`src/rtl/dac_chain_pkg.sv`:
```
package dac_chain_pkg;

    typedef enum logic [2:0] {
        ST_IDLE,
        ST_SETUP,
        ST_HIGH,
        ST_LOW,
        ST_TAIL,
        ST_LOAD
    } dcs_state_t;

endpackage

```
`src/rtl/dac_chain_framer.sv`:
```
module dac_chain_framer #(
    parameter int N_DEV      = 2,
    parameter int CH_PER_DEV = 2,
    parameter int CODE_W     = 12
) (
    input  logic [N_DEV*CH_PER_DEV*CODE_W-1:0] codes,
    output logic [N_DEV*CH_PER_DEV*CODE_W-1:0] frame
);
    localparam int TOTAL = N_DEV * CH_PER_DEV * CODE_W;

    // Farthest device first; within a device, channel A before channel B.
    for (genvar d = 0; d < N_DEV; d++) begin : g_dev
        for (genvar c = 0; c < CH_PER_DEV; c++) begin : g_ch
            localparam int SLOT = (N_DEV - 1 - d) * CH_PER_DEV + c;
            assign frame[TOTAL-1-SLOT*CODE_W -: CODE_W] =
                codes[(d*CH_PER_DEV+c)*CODE_W +: CODE_W];
        end
    end
endmodule

```
`src/rtl/dac_chain_host.sv`:
```
module dac_chain_host
    import dac_chain_pkg::*;
#(
    parameter int N_DEV      = 2,
    parameter int CH_PER_DEV = 2,
    parameter int CODE_W     = 12,
    parameter int T_SETUP    = 1,
    parameter int T_HIGH     = 2,
    parameter int T_LOW      = 2,
    parameter int T_TAIL     = 2,
    parameter int T_LOAD     = 3
) (
    input  logic                               clk,
    input  logic                               rst_n,
    input  logic                               start,
    input  logic [N_DEV*CH_PER_DEV*CODE_W-1:0] codes_in,
    output logic                               ready,
    output logic                               sclk,
    output logic                               sdata,
    output logic                               sel_n,
    input  logic                               sdo_ret,
    output logic [N_DEV*CH_PER_DEV*CODE_W-1:0] rd_data
);
    localparam int TOTAL = N_DEV * CH_PER_DEV * CODE_W;
    localparam int TMAX1 = (T_SETUP > T_HIGH) ? T_SETUP : T_HIGH;
    localparam int TMAX2 = (T_LOW > T_TAIL) ? T_LOW : T_TAIL;
    localparam int TMAX3 = (TMAX1 > TMAX2) ? TMAX1 : TMAX2;
    localparam int TMAX  = (TMAX3 > T_LOAD) ? TMAX3 : T_LOAD;
    localparam int CNT_W = $clog2(TMAX + 1) + 1;
    localparam int BIT_W = $clog2(TOTAL);
    localparam int RCH_W = $clog2(TOTAL + 1) + 1;

    localparam logic [CNT_W-1:0] K_SETUP = CNT_W'(T_SETUP - 1);
    localparam logic [CNT_W-1:0] K_HIGH  = CNT_W'(T_HIGH - 1);
    localparam logic [CNT_W-1:0] K_LOW   = CNT_W'(T_LOW - 1);
    localparam logic [CNT_W-1:0] K_TAIL  = CNT_W'(T_TAIL - 1);
    localparam logic [CNT_W-1:0] K_LOAD  = CNT_W'(T_LOAD - 1);
    localparam logic [BIT_W-1:0] K_BITS  = BIT_W'(TOTAL - 1);

    dcs_state_t             state;
    logic [CNT_W-1:0]       cnt;
    logic [BIT_W-1:0]       bits_left;
    logic [TOTAL-1:0]       shift_q;
    logic [TOTAL-1:0]       rd_q;
    logic [TOTAL-1:0]       frame;

    dac_chain_framer #(
        .N_DEV      (N_DEV),
        .CH_PER_DEV (CH_PER_DEV),
        .CODE_W     (CODE_W)
    ) u_framer (
        .codes (codes_in),
        .frame (frame)
    );

    // State register, phase counter, bit counter and data shifters.
    always_ff @(posedge clk or negedge rst_n) begin
        if (!rst_n) begin
            state     <= ST_IDLE;
            cnt       <= '0;
            bits_left <= '0;
            shift_q   <= '0;
            rd_q      <= '0;
        end else begin
            unique case (state)
                ST_IDLE: begin
                    if (start) begin
                        shift_q   <= frame;
                        cnt       <= K_SETUP;
                        bits_left <= K_BITS;
                        state     <= ST_SETUP;
                    end
                end
                ST_SETUP: begin
                    if (cnt == '0) begin
                        cnt   <= K_HIGH;
                        rd_q  <= {rd_q[TOTAL-2:0], sdo_ret};
                        state <= ST_HIGH;
                    end else begin
                        cnt <= cnt - 1'b1;
                    end
                end
                ST_HIGH: begin
                    if (cnt == '0) begin
                        if (bits_left == '0) begin
                            cnt   <= K_TAIL;
                            state <= ST_TAIL;
                        end else begin
                            cnt       <= K_LOW;
                            bits_left <= bits_left - 1'b1;
                            shift_q   <= {shift_q[TOTAL-2:0], 1'b0};
                            state     <= ST_LOW;
                        end
                    end else begin
                        cnt <= cnt - 1'b1;
                    end
                end
                ST_LOW: begin
                    if (cnt == '0) begin
                        cnt   <= K_HIGH;
                        rd_q  <= {rd_q[TOTAL-2:0], sdo_ret};
                        state <= ST_HIGH;
                    end else begin
                        cnt <= cnt - 1'b1;
                    end
                end
                ST_TAIL: begin
                    if (cnt == '0) begin
                        cnt   <= K_LOAD;
                        state <= ST_LOAD;
                    end else begin
                        cnt <= cnt - 1'b1;
                    end
                end
                ST_LOAD: begin
                    if (cnt == '0) begin
                        state <= ST_IDLE;
                    end else begin
                        cnt <= cnt - 1'b1;
                    end
                end
                default: state <= ST_IDLE;
            endcase
        end
    end

    // Output decode from the state register.
    always_comb begin
        ready = 1'b0;
        sclk  = 1'b0;
        sel_n = 1'b0;
        unique case (state)
            ST_IDLE:  begin ready = 1'b1; sel_n = 1'b1; end
            ST_SETUP: ;
            ST_HIGH:  sclk = 1'b1;
            ST_LOW:   ;
            ST_TAIL:  ;
            ST_LOAD:  sel_n = 1'b1;
            default:  sel_n = 1'b1;
        endcase
    end

    assign sdata   = shift_q[TOTAL-1];
    assign rd_data = rd_q;

    // Checker state for the width and count properties.
    logic [CNT_W-1:0] chk_hi;
    logic [RCH_W-1:0] chk_rises;
    logic             chk_sclk_d;

    always_ff @(posedge clk or negedge rst_n) begin
        if (!rst_n) begin
            chk_hi     <= '0;
            chk_rises  <= '0;
            chk_sclk_d <= 1'b0;
        end else begin
            chk_sclk_d <= sclk;
            chk_hi     <= sclk ? chk_hi + 1'b1 : '0;
            if (sel_n)
                chk_rises <= '0;
            else if (sclk && !chk_sclk_d)
                chk_rises <= chk_rises + 1'b1;
        end
    end

    a_r3_sel_fall_clk_low: assert property (@(posedge clk) disable iff (!rst_n)
        $fell(sel_n) |-> !sclk);

    a_r3_no_clk_deselected: assert property (@(posedge clk) disable iff (!rst_n)
        sel_n |-> !sclk);

    a_r2_ready_idle_lines: assert property (@(posedge clk) disable iff (!rst_n)
        ready |-> (sel_n && !sclk));

    a_r7_data_hold_high: assert property (@(posedge clk) disable iff (!rst_n)
        (sclk && $past(sclk)) |-> $stable(sdata));

    a_r4_high_width: assert property (@(posedge clk) disable iff (!rst_n)
        $fell(sclk) |-> (chk_hi == CNT_W'(T_HIGH)));

    a_r5_bit_total: assert property (@(posedge clk) disable iff (!rst_n)
        $rose(sel_n) |-> (chk_rises == RCH_W'(TOTAL)));

endmodule

```
`config.mk`:
```
export PLATFORM = sky130hd
export DESIGN_NAME = dac_chain_host
export DESIGN_NICKNAME = d
export VERILOG_FILES = /design/src/rtl/dac_chain_pkg.sv /design/src/rtl/dac_chain_framer.sv /design/src/rtl/dac_chain_host.sv
export SDC_FILE = /design/constraint.sdc
export NUM_CORES = 1
export LEC_CHECK = 0
export BUFFER_PORTS_ARGS = -buffer_cell sky130_fd_sc_hd__buf_2
export CAP_MARGIN = 20
export CORE_MARGIN = 2
export CORE_UTILIZATION = 30
export CTS_CLUSTER_SIZE = 28
export DETAILED_ROUTE_END_ITERATION = 6
export SKIP_LAST_GASP = 1
export SYNTH_ARGS = -nofsm -noshare
export SYNTH_HDL_FRONTEND = slang
export SYNTH_SLANG_ARGS = --single-unit
```
`constraint.sdc`:
```
create_clock -name clk -period 2.05 [get_ports clk]
set_clock_uncertainty 0.15 [all_clocks]
set_input_delay 0.41 -clock clk [delete_from_list [all_inputs] [get_ports clk]]
set_output_delay 0.41 -clock clk [all_outputs]
set_load 0.02 [all_outputs]
```
==> results of run 1 <==
## through the flow
stage | utilization | TNS, ns | instances | setup WS, ns | hold slack, ns
floorplan | - | 0 | 412 | 0.00748 | -0.0356
global placement | 0.361 | -0.0203 | 735 | -0.0104 | 0.300
detailed placement | 0.361 | -0.756 | 735 | -0.0376 | 0.311
CTS | 0.387 | -2.03 | 756 | -0.0678 | 0.0979
global route | 0.404 | -6.68 | 769 | -0.166 | 0.103
finish | 0.404 | -2.46 | 769 | -0.0737 | 0.127
## placed cells by master (no fill, tap or decap), types with 5 or more instances in the layout
master / n
a21oi_1: 5
buf_12: 10
buf_2: 100
buf_4: 32
clkbuf_16: 13
dfrtp_1: 105
mux2_2: 48
mux2i_1: 48
nand2_1: 9
nand3_1: 55
nor2_1: 5
o21ai_0: 13
o21ai_1: 6
o21ai_2: 39
## layer usage
| layer | routed length (µm) | up-vias |
|---|---|---|
| met2 | 5550 | 113 |
| met1 | 5460 | 1855 |
| met3 | 683 | 12 |
| li1 | - | 1754 |
| met5 | 0 | - |
| met4 | 154 | 0 |
## sequential cells by signal (all words and copies together), names as in the netlist
register   cells
state          3
shift_q       48
bits_left      6
rd_data       48
cnt            3
## worst max-delay path by stage
stage          cells past startpoint  slack [ns]                      end
4_1_cts                            7       -0.07  shift_q[20]$_DFFE_PN0P_
6_report                           7       -0.07  shift_q[16]$_DFFE_PN0P_
3_5_place_dp                       7       -0.04  shift_q[16]$_DFFE_PN0P_
2_1_floorplan                      7       0.007  rd_data[27]$_DFFE_PN0P_
3_3_place_gp                       7       -0.01   shift_q[4]$_DFFE_PN0P_
5_1_grt                            7       -0.17  shift_q[47]$_DFFE_PN0P_
## area by class of cell
cell class              count  area [µm²]  share of cell area
clock buffers              10         239              0.0360
flip-flops and latches    108        2710               0.408
clock inverters             6        71.3              0.0107
well taps                 220         275              0.0415
inverters                   6        22.5             0.00339
multi-input cells         266        2170               0.326
repair buffers            153        1160               0.174
## cells by family after synthesis
family | after synthesis | share of synthesized area
DFF | 108 | 0.544
muxes | 96 | 0.206
and+or+nand+nor | 90 | 0.0960
AOI/OAI and AO/OA | 77 | 0.101
buffers and inverters | 38 | 0.0459
adders and majority gates | 3 | 0.00756
## power by group through the flow
stage	Combinational [mW]	Sequential (mW)	Clock, mW
final	0.237	2.21	1.80
after global routing	0.265	2.21	1.95
after CTS	0.228	2.20	1.87
after detailed placement	0.226	2.25	0
after global placement	0.220	2.24	0
after floorplan	0.0723	2.26	0
## critical path, delay by kind of cell (launching register included)
kind	cells	cell delay, ns
buffers and inverters	2	0.28
adders and majority gates	1	0.13
AOI/OAI and AO/OA	2	0.30
DFF	1	0.39
and+or+nand+nor	2	0.77
## repair_timing
action                     CTS  global route
setup endpoints to repair   51            96
cloned                       1             5
hold buffers                 1             0
pin swaps                    1            17
hold endpoints to repair    39             0
buffers inserted             3             9
resized for setup            9            59
==> flow_metrics.env, run 1 <==
export IMPL_synthArstFlopShare=1.00
export IMPL_finalSetupViolCount=48
export IMPL_synthFlopType="dfrtp_1"
export IMPL_avgSynthCellArea_um2=12.1
export IMPL_grt_pass1_wl_um=18600
export IMPL_hp_start="codes_in[12]"
export IMPL_diodes=0
export IMPL_combPwrFrac=0.056
export IMPL_drv_slew=0
export IMPL_total_power_mw=4.24
export IMPL_cts_buffers=9
export IMPL_start_util=0.303
export IMPL_switching_share=0.228
export IMPL_netlist_instances=412
export IMPL_ys_ff_latch=108
export IMPL_drive_above_1_share=0.495
export IMPL_cellLeakagePower_nw=3.14
export IMPL_grt_pass1_vias=3672
export IMPL_area_delta_synth_final_pct=33.6
export IMPL_finalHoldViolCount=0
export IMPL_met2_usage=0.201
export IMPL_cts_root_buf="clkbuf_16"
export IMPL_power_density_nw_per_um2=639
export IMPL_nets=599
export IMPL_p_int_mw=3.27
export IMPL_yosys_area_top_type_share=0.544
export IMPL_cp_start_kind="register"
export IMPL_cp_end_kind="register"
export IMPL_whs_path_depth=3
export IMPL_first_pass_iters=4
export IMPL_port_buffers=103
export IMPL_cp_arrival_ns=2.21
export IMPL_dieArea_um2=17600
export IMPL_rows=47
export IMPL_rsz0062_at_grt="yes"
export IMPL_synth_nets=467
export IMPL_grt_total_usage=0.131
export IMPL_vdd_drop_max_uv=407
export IMPL_detail_route_antenna_nets=0
export IMPL_cpPeakStageDelay_ns=0.48
export IMPL_finalCriticalPeriod_ns=2.12
export IMPL_critPathLaunch="bits_left[0]$_DFFE_PN0P_"
export IMPL_r2r_slack_ns=-0.07
export IMPL_grt_busiest_layer="met2"
export IMPL_fin_ws_ns=-0.0737
export IMPL_dr_total_vias=3734
export IMPL_use_met1=0.178
export IMPL_r2r_start="bits_left[0]$_DFFE_PN0P_"
export IMPL_nFillCells=1561
export IMPL_max_clock_freq_ghz=0.471
export IMPL_grt_use_met3=0.0418
export IMPL_rr_worst_depth=7
export IMPL_p_clk_frac=0.424
export IMPL_slew_headroom=0.581
export IMPL_die_x_um=133
export IMPL_die_h_um=133
export IMPL_violations="setup timing"
export IMPL_min_period_over_period=1.04
export IMPL_avgViaCountPerCell=4.86
export IMPL_syn_area_um2=4970
export IMPL_cts_tree="built"
export IMPL_synthTopCellsByArea="dfrtp_1 (54%), mux2_2 (11%), mux2i_1 (9.7%)"
export IMPL_synth_edf_count=0
export IMPL_path_cells="inv_2 -> ha_4 -> or4b_4 -> o211ai_4 -> and2_4 -> clkbuf_16 -> o21ai_1"
export IMPL_dp_hpwl_um=7630
export IMPL_synth_cell_type_count=39
export IMPL_netlist_top_cells_count="dfrtp_1 (108), nand3_1 (55), mux2_2 (48), mux2i_1 (48), o21ai_0 (39)"
export IMPL_cts_sinks=108
export IMPL_crit_fanout=7
export IMPL_htreeDepth=3
export IMPL_wl_um=11800
export IMPL_required_ns=2.14
export IMPL_worstReg2RegEnd="shift_q[16]$_DFFE_PN0P_"
export IMPL_ios=104
export IMPL_grt_max_degree=45
export IMPL_seq_area_frac_synth=0.544
export IMPL_routabilityCongestion=0.793
export IMPL_wire_per_inst_um=15.4
export IMPL_cts_clk_slew_worst_paths_ns=0.07
export IMPL_cp_slowest_cell="or4b_4"
export IMPL_grt_overflow_total=0
export IMPL_synth_most_common_cell="dfrtp_1"
export IMPL_final_area_um2=6640
export IMPL_place_area_um2=5920
export IMPL_insertion_delay_ns=0.35
export IMPL_worst_slew_pin_slew_ns=0.629
export IMPL_max_cap_violations=0
export IMPL_min_path_type="input port to register"
export IMPL_worstHoldEndpoint="shift_q[0]$_DFFE_PN0P_"
export IMPL_drc=0
export IMPL_pwr_share_seq=0.520
export IMPL_power_switching_mw=0.969
export IMPL_status="finished, violations left"
export IMPL_cts_path_max_buffers=2
export IMPL_drtIter0Drc=131
export IMPL_synth_area_leader_cell="dfrtp_1"
export IMPL_yosys_warnings=0
export IMPL_antenna_found_initial=0
export IMPL_core_um2=16400
export IMPL_path_class="register to register"
(Power assumes the default switching activity.)
==> inputs of run 2 (changes only) <==
--- a/config.mk
+++ b/config.mk
@@ -11,6 +11,7 @@
 export CORE_UTILIZATION = 30
 export CTS_CLUSTER_SIZE = 28
 export DETAILED_ROUTE_END_ITERATION = 6
+export MAX_ROUTING_LAYER = met4
 export SKIP_LAST_GASP = 1
 export SYNTH_ARGS = -nofsm -noshare
 export SYNTH_HDL_FRONTEND = slang
==> run 2 against run 1 <==
Compared with the run above:
- the flow still finishes with violations (setup timing)
- sequential power is essentially flat
- sequential cell count is the same
- wire length decreased by 0.27%
==> flow_metrics.env, run 2 (same netlist as run 1, synthesis figures left out) <==
export IMPL_status="finished, violations left"
export IMPL_violations="setup timing"
export IMPL_cts_buffers=9
export IMPL_start_util=0.303
export IMPL_finalHoldViolCount=0
export IMPL_antenna_found_initial=0
export IMPL_first_pass_iters=4
export IMPL_max_clock_freq_ghz=0.471
export IMPL_routabilityCongestion=0.804
export IMPL_grt_pass1_vias=3676
export IMPL_diodes=0
export IMPL_cpPeakStageDelay_ns=0.48
export IMPL_htreeDepth=3
export IMPL_ios=104
export IMPL_path_class="register to register"
export IMPL_drc=0
export IMPL_power_switching_mw=0.967
export IMPL_dr_total_vias=3741
export IMPL_cts_sinks=108
export IMPL_min_path_type="input port to register"
export IMPL_wl_um=11800
export IMPL_required_ns=2.15
export IMPL_drtIter0Drc=142
export IMPL_finalSetupViolCount=48
export IMPL_fin_ws_ns=-0.0725
export IMPL_nets=599
export IMPL_insertion_delay_ns=0.35
export IMPL_cts_tree="built"
export IMPL_cp_arrival_ns=2.22
export IMPL_vdd_drop_max_uv=407
export IMPL_p_int_mw=3.27
export IMPL_cellLeakagePower_nw=3.14
export IMPL_detail_route_antenna_nets=0
export IMPL_max_cap_violations=0
export IMPL_grt_pass1_wl_um=18600
export IMPL_total_power_mw=4.24
export IMPL_p_clk_frac=0.424
export IMPL_drive_above_1_share=0.492
export IMPL_area_delta_synth_final_pct=33.5
export IMPL_cts_clk_slew_worst_paths_ns=0.07
export IMPL_final_common_cell="dfrtp_1"
export IMPL_grt_max_degree=45
export IMPL_pwr_share_seq=0.520
export IMPL_cts_path_max_buffers=2
export IMPL_slew_headroom=0.582
export IMPL_die_h_um=133
export IMPL_whs_ns=0.127
export IMPL_drv_slew=0
export IMPL_min_period_over_period=1.04
export IMPL_avgViaCountPerCell=4.86
export IMPL_critPathBufInv=2
export IMPL_port_buffers=103
export IMPL_path_delay_family="simple AND/OR/NAND/NOR gates"
export IMPL_crit_fanout=9
export IMPL_layout_common_cells="dfrtp_1 (105), buf_2 (100), nand3_1 (55)"
export IMPL_power_density_nw_per_um2=640
export IMPL_combPwrFrac=0.055
export IMPL_wire_per_inst_um=15.4
export IMPL_core_um2=16400
export IMPL_rows=47
export IMPL_rsz0062_at_grt="yes"
export IMPL_dieArea_um2=17600
export IMPL_dp_hpwl_um=7630
export IMPL_finalCriticalPeriod_ns=2.12
export IMPL_cp_end_kind="register"
export IMPL_path_cells="inv_2 -> ha_4 -> or4b_4 -> o211ai_4 -> and2_4 -> clkbuf_16 -> o21ai_2"
export IMPL_cts_root_buf="clkbuf_16"
export IMPL_cp_start_kind="register"
export IMPL_grt_overflow_total=0
export IMPL_die_x_um=133
export IMPL_grt_total_usage=0.135
export IMPL_switching_share=0.228
export IMPL_worst_slew_pin_slew_ns=0.627
export IMPL_cp_slowest_cell="or4b_4"
run 2: cell types whose count changed in the layout (fill, tap and decap cells not counted):
cell | previous run | this run
o21ai_1 | 6 | 7
o21ai_0 | 13 | 14
o21ai_2 | 39 | 37
run 2: worst reg2reg max path, cell delays in order, from the launching register on:
cell	delay, ns
dfrtp_1	0.39
inv_2	0.09
ha_4	0.13
or4b_4	0.48
o211ai_4	0.23
and2_4	0.29
clkbuf_16	0.20
o21ai_2	0.06
run 2: repair_timing:
item                                    4_1_cts  5_1_grt
endpoints found under the setup margin       51       96
cloned                                        1        5
hold endpoints to repair                     39        0
buffers inserted                              3        9
hold buffers                                  1        0
gates resized for setup                       9       56
pin swaps                                     1       15
run 2: per-layer routing:
layer	vias to the layer above	track usage	part of all wire
met4	0	0.0382	0.013
met2	113	0.201	0.47
met5	-	-	0
li1	1758	-	-
met3	12	0.0414	0.059
met1	1858	0.178	0.46
run 2: power by group through the flow:
stage / Combinational, mW / Sequential (mW) / Clock, mW
2_1_floorplan: 0.0723 / 2.26 / 0
5_1_grt: 0.263 / 2.21 / 1.95
6_report: 0.235 / 2.21 / 1.80
4_1_cts: 0.228 / 2.20 / 1.87
3_5_place_dp: 0.226 / 2.25 / 0
3_3_place_gp: 0.220 / 2.24 / 0
run 2: through the flow:
step / utilization / std cells / worst slack, ns / TNS [ns] / area, µm²
floorplan: - / 412 / 0.00748 / 0 / 4970
global placement: 0.361 / 735 / -0.0104 / -0.0203 / 5920
detailed placement: 0.361 / 735 / -0.0376 / -0.756 / 5920
CTS: 0.387 / 756 / -0.0678 / -2.03 / 6340
global route: 0.404 / 769 / -0.170 / -7.02 / 6630
finish: 0.404 / 769 / -0.0725 / -2.48 / 6630
run 2: final timing paths:
| kind | from | endpoint | slack [ns] | depth (start not counted) |
|---|---|---|---|---|
| worst max-delay path | bits_left[0]$_DFFE_PN0P_ | shift_q[35]$_DFFE_PN0P_ | -0.07 | 7 |
| max in group asynchronous | rst_n | state[1]$_DFFE_PN0P_ | 0.71 | 3 |
| worst max register to register | bits_left[0]$_DFFE_PN0P_ | shift_q[35]$_DFFE_PN0P_ | -0.07 | 7 |
| worst min register to register | cnt[1]$_DFFE_PN0P_ | cnt[1]$_DFFE_PN0P_ | 0.35 | 1 |
| worst min-delay path | codes_in[12] | shift_q[0]$_DFFE_PN0P_ | 0.13 | 3 |
| min in group asynchronous | rst_n | rd_data[47]$_DFFE_PN0P_ | 0.46 | 2 |
run 2: final cells by class:
cell class                      count  area, µm²
Inverter                            6       22.5
Fill cell                        1562       9780
Multi-Input combinational cell    266       2160
Clock inverter                      6       71.3
Clock buffer                       10        239
Sequential cell                   108       2710
Timing Repair Buffer              153       1160
Tap cell                          220        275
==> inputs of run 3 (changes only) <==
--- a/config.mk
+++ b/config.mk
@@ -11,6 +11,7 @@
 export CORE_UTILIZATION = 30
 export CTS_CLUSTER_SIZE = 28
 export DETAILED_ROUTE_END_ITERATION = 6
+export HOLD_SLACK_MARGIN = 0.15
 export MAX_ROUTING_LAYER = met4
 export SKIP_LAST_GASP = 1
 export SYNTH_ARGS = -nofsm -noshare
==> run 3 against run 2 <==
Compared with the run above:
- highest routed layer unchanged
- global-route usage stayed put
- sequential cell count stayed put
- first-iteration DRC count shrank 1.4%
- critical path type unchanged
- critical endpoint unchanged
- the run still ends with setup timing left
- combinational power about the same
- sequential share of layout area shrank 0.12 points
- worst setup slack lost 0.00088 ns
- non-clock buffer count is 2 higher
- die area is the same
- core utilization rose by 0.12 points
==> flow_metrics.env, run 3 (same netlist as run 1, synthesis figures left out) <==
export IMPL_status="finished, violations left"
export IMPL_violations="setup timing"
export IMPL_grt_pass1_vias=3676
export IMPL_detail_route_antenna_nets=0
export IMPL_wl_met1_um=5420
export IMPL_setup_tns_ns=-2.53
export IMPL_grt_total_usage=0.135
export IMPL_final_common_cell="dfrtp_1"
export IMPL_drv_slew=0
export IMPL_vdd_drop_max_uv=407
export IMPL_crit_fanout=9
export IMPL_ios=104
export IMPL_dp_hpwl_um=7630
export IMPL_insertion_delay_ns=0.35
export IMPL_htreeDepth=3
export IMPL_finalHoldViolCount=0
export IMPL_diodes=0
export IMPL_routabilityCongestion=0.804
export IMPL_critPathLaunch="bits_left[0]$_DFFE_PN0P_"
export IMPL_layout_common_cells="dfrtp_1 (105), buf_2 (100), nand3_1 (55)"
export IMPL_nets=601
export IMPL_min_period_over_period=1.04
export IMPL_start_util=0.303
export IMPL_grt_overflow_total=0
export IMPL_wl_um=11800
export IMPL_worst_slew_pin_slew_ns=0.631
export IMPL_cp_start_kind="register"
export IMPL_path_class="register to register"
export IMPL_first_pass_iters=4
export IMPL_dieArea_um2=17600
export IMPL_die_h_um=133
export IMPL_total_power_mw=4.24
export IMPL_place_ws_ns=-0.0376
export IMPL_cp_end_kind="register"
export IMPL_cts_path_max_buffers=2
export IMPL_crit_end="shift_q[35]$_DFFE_PN0P_"
export IMPL_utilization=0.405
export IMPL_cts_sinks=108
export IMPL_cellLeakagePower_nw=3.15
export IMPL_antenna_found_initial=0
export IMPL_max_cap_violations=0
export IMPL_wl_met2_um=5540
export IMPL_rows=47
export IMPL_port_buffers=103
export IMPL_finalCriticalPeriod_ns=2.12
export IMPL_power_density_nw_per_um2=638
export IMPL_rsz0062_at_grt="yes"
export IMPL_min_path_type="input port to register"
export IMPL_area_delta_synth_final_pct=33.9
export IMPL_cts_clk_slew_worst_paths_ns=0.07
export IMPL_met3WireLength_um=716
export IMPL_drtIter0Drc=140
export IMPL_grt_max_degree=45
export IMPL_drc=0
export IMPL_drive_above_1_share=0.490
export IMPL_final_area_um2=6650
export IMPL_finalSetupViolCount=48
export IMPL_worstReg2RegEnd="shift_q[35]$_DFFE_PN0P_"
export IMPL_core_um2=16400
export IMPL_whs_path_depth=3
export IMPL_grt_pass1_wl_um=18600
export IMPL_cts_tree="built"
export IMPL_cts_root_buf="clkbuf_16"
export IMPL_fin_ws_ns=-0.0734
export IMPL_top_layer="met4"
export IMPL_rr_worst_depth=7
export IMPL_dp_cells=735
export IMPL_max_clock_freq_ghz=0.471
export IMPL_cts_buffers=9
export IMPL_wire_per_inst_um=15.3
export IMPL_avgViaCountPerCell=4.87
export IMPL_slew_headroom=0.580
export IMPL_r2r_slack_ns=-0.07
export IMPL_whs_ns=0.172
export IMPL_required_ns=2.15
export IMPL_dr_total_vias=3751
export IMPL_final_cell_count_no_fill=771
export IMPL_r2r_start="bits_left[0]$_DFFE_PN0P_"
export IMPL_cp_arrival_ns=2.22
export IMPL_die_x_um=133
export IMPL_place_area_um2=5920
==> run 3: changes by cell type in the layout (fill, tap and decap cells not counted), sizes merged <==
| cell | before | now |
|---|---|---|
| dlygate4sd3 | 1 | 3 |
==> run 3: critical path, stage by stage (launching register included) <==
cell and delay, ns:
dfrtp_1 0.39, inv_2 0.09, ha_4 0.13, or4b_4 0.48, o211ai_4 0.23, and2_4 0.29, clkbuf_16 0.20, o21ai_2 0.06
==> run 3: where the power goes <==
group          internal [mW]  switching, mW
Combinational          0.107          0.131
Sequential              2.18         0.0291
Clock                  0.992          0.806
==> run 3: worst min path at each step <==
stage                       startpoint                        to  slack, ns
final                     codes_in[32]   shift_q[44]$_DFFE_PN0P_       0.17
after CTS                 codes_in[33]   shift_q[45]$_DFFE_PN0P_       0.16
after floorplan                  rst_n  bits_left[0]$_DFFE_PN0P_      -0.04
after global routing      codes_in[33]   shift_q[45]$_DFFE_PN0P_       0.16
after detailed placement         rst_n   rd_data[47]$_DFFE_PN0P_       0.31
after global placement           rst_n   rd_data[47]$_DFFE_PN0P_       0.30
==> run 3: final cells by class <==
class | instances | area, µm²
well taps | 220 | 275
repair buffers | 155 | 1180
clock buffers | 10 | 239
fillers | 1562 | 9760
multi-input cells | 266 | 2160
inverters | 6 | 22.5
flip-flops and latches | 108 | 2710
clock inverters | 6 | 71.3
==> run 3: layer usage <==
layer	vias up	global-route usage
met1	1863	0.178
li1	1761	-
met4	0	0.0382
met3	10	0.0414
met5	-	-
met2	117	0.201
==> run 3: timing repair <==
item                       4_1_cts  5_1_grt
cloned                           1        5
hold buffers                     3        0
buffers inserted                 3        9
pin swaps                        1       15
resized for setup                9       56
setup endpoints to repair       51       96
hold endpoints to repair        41        0
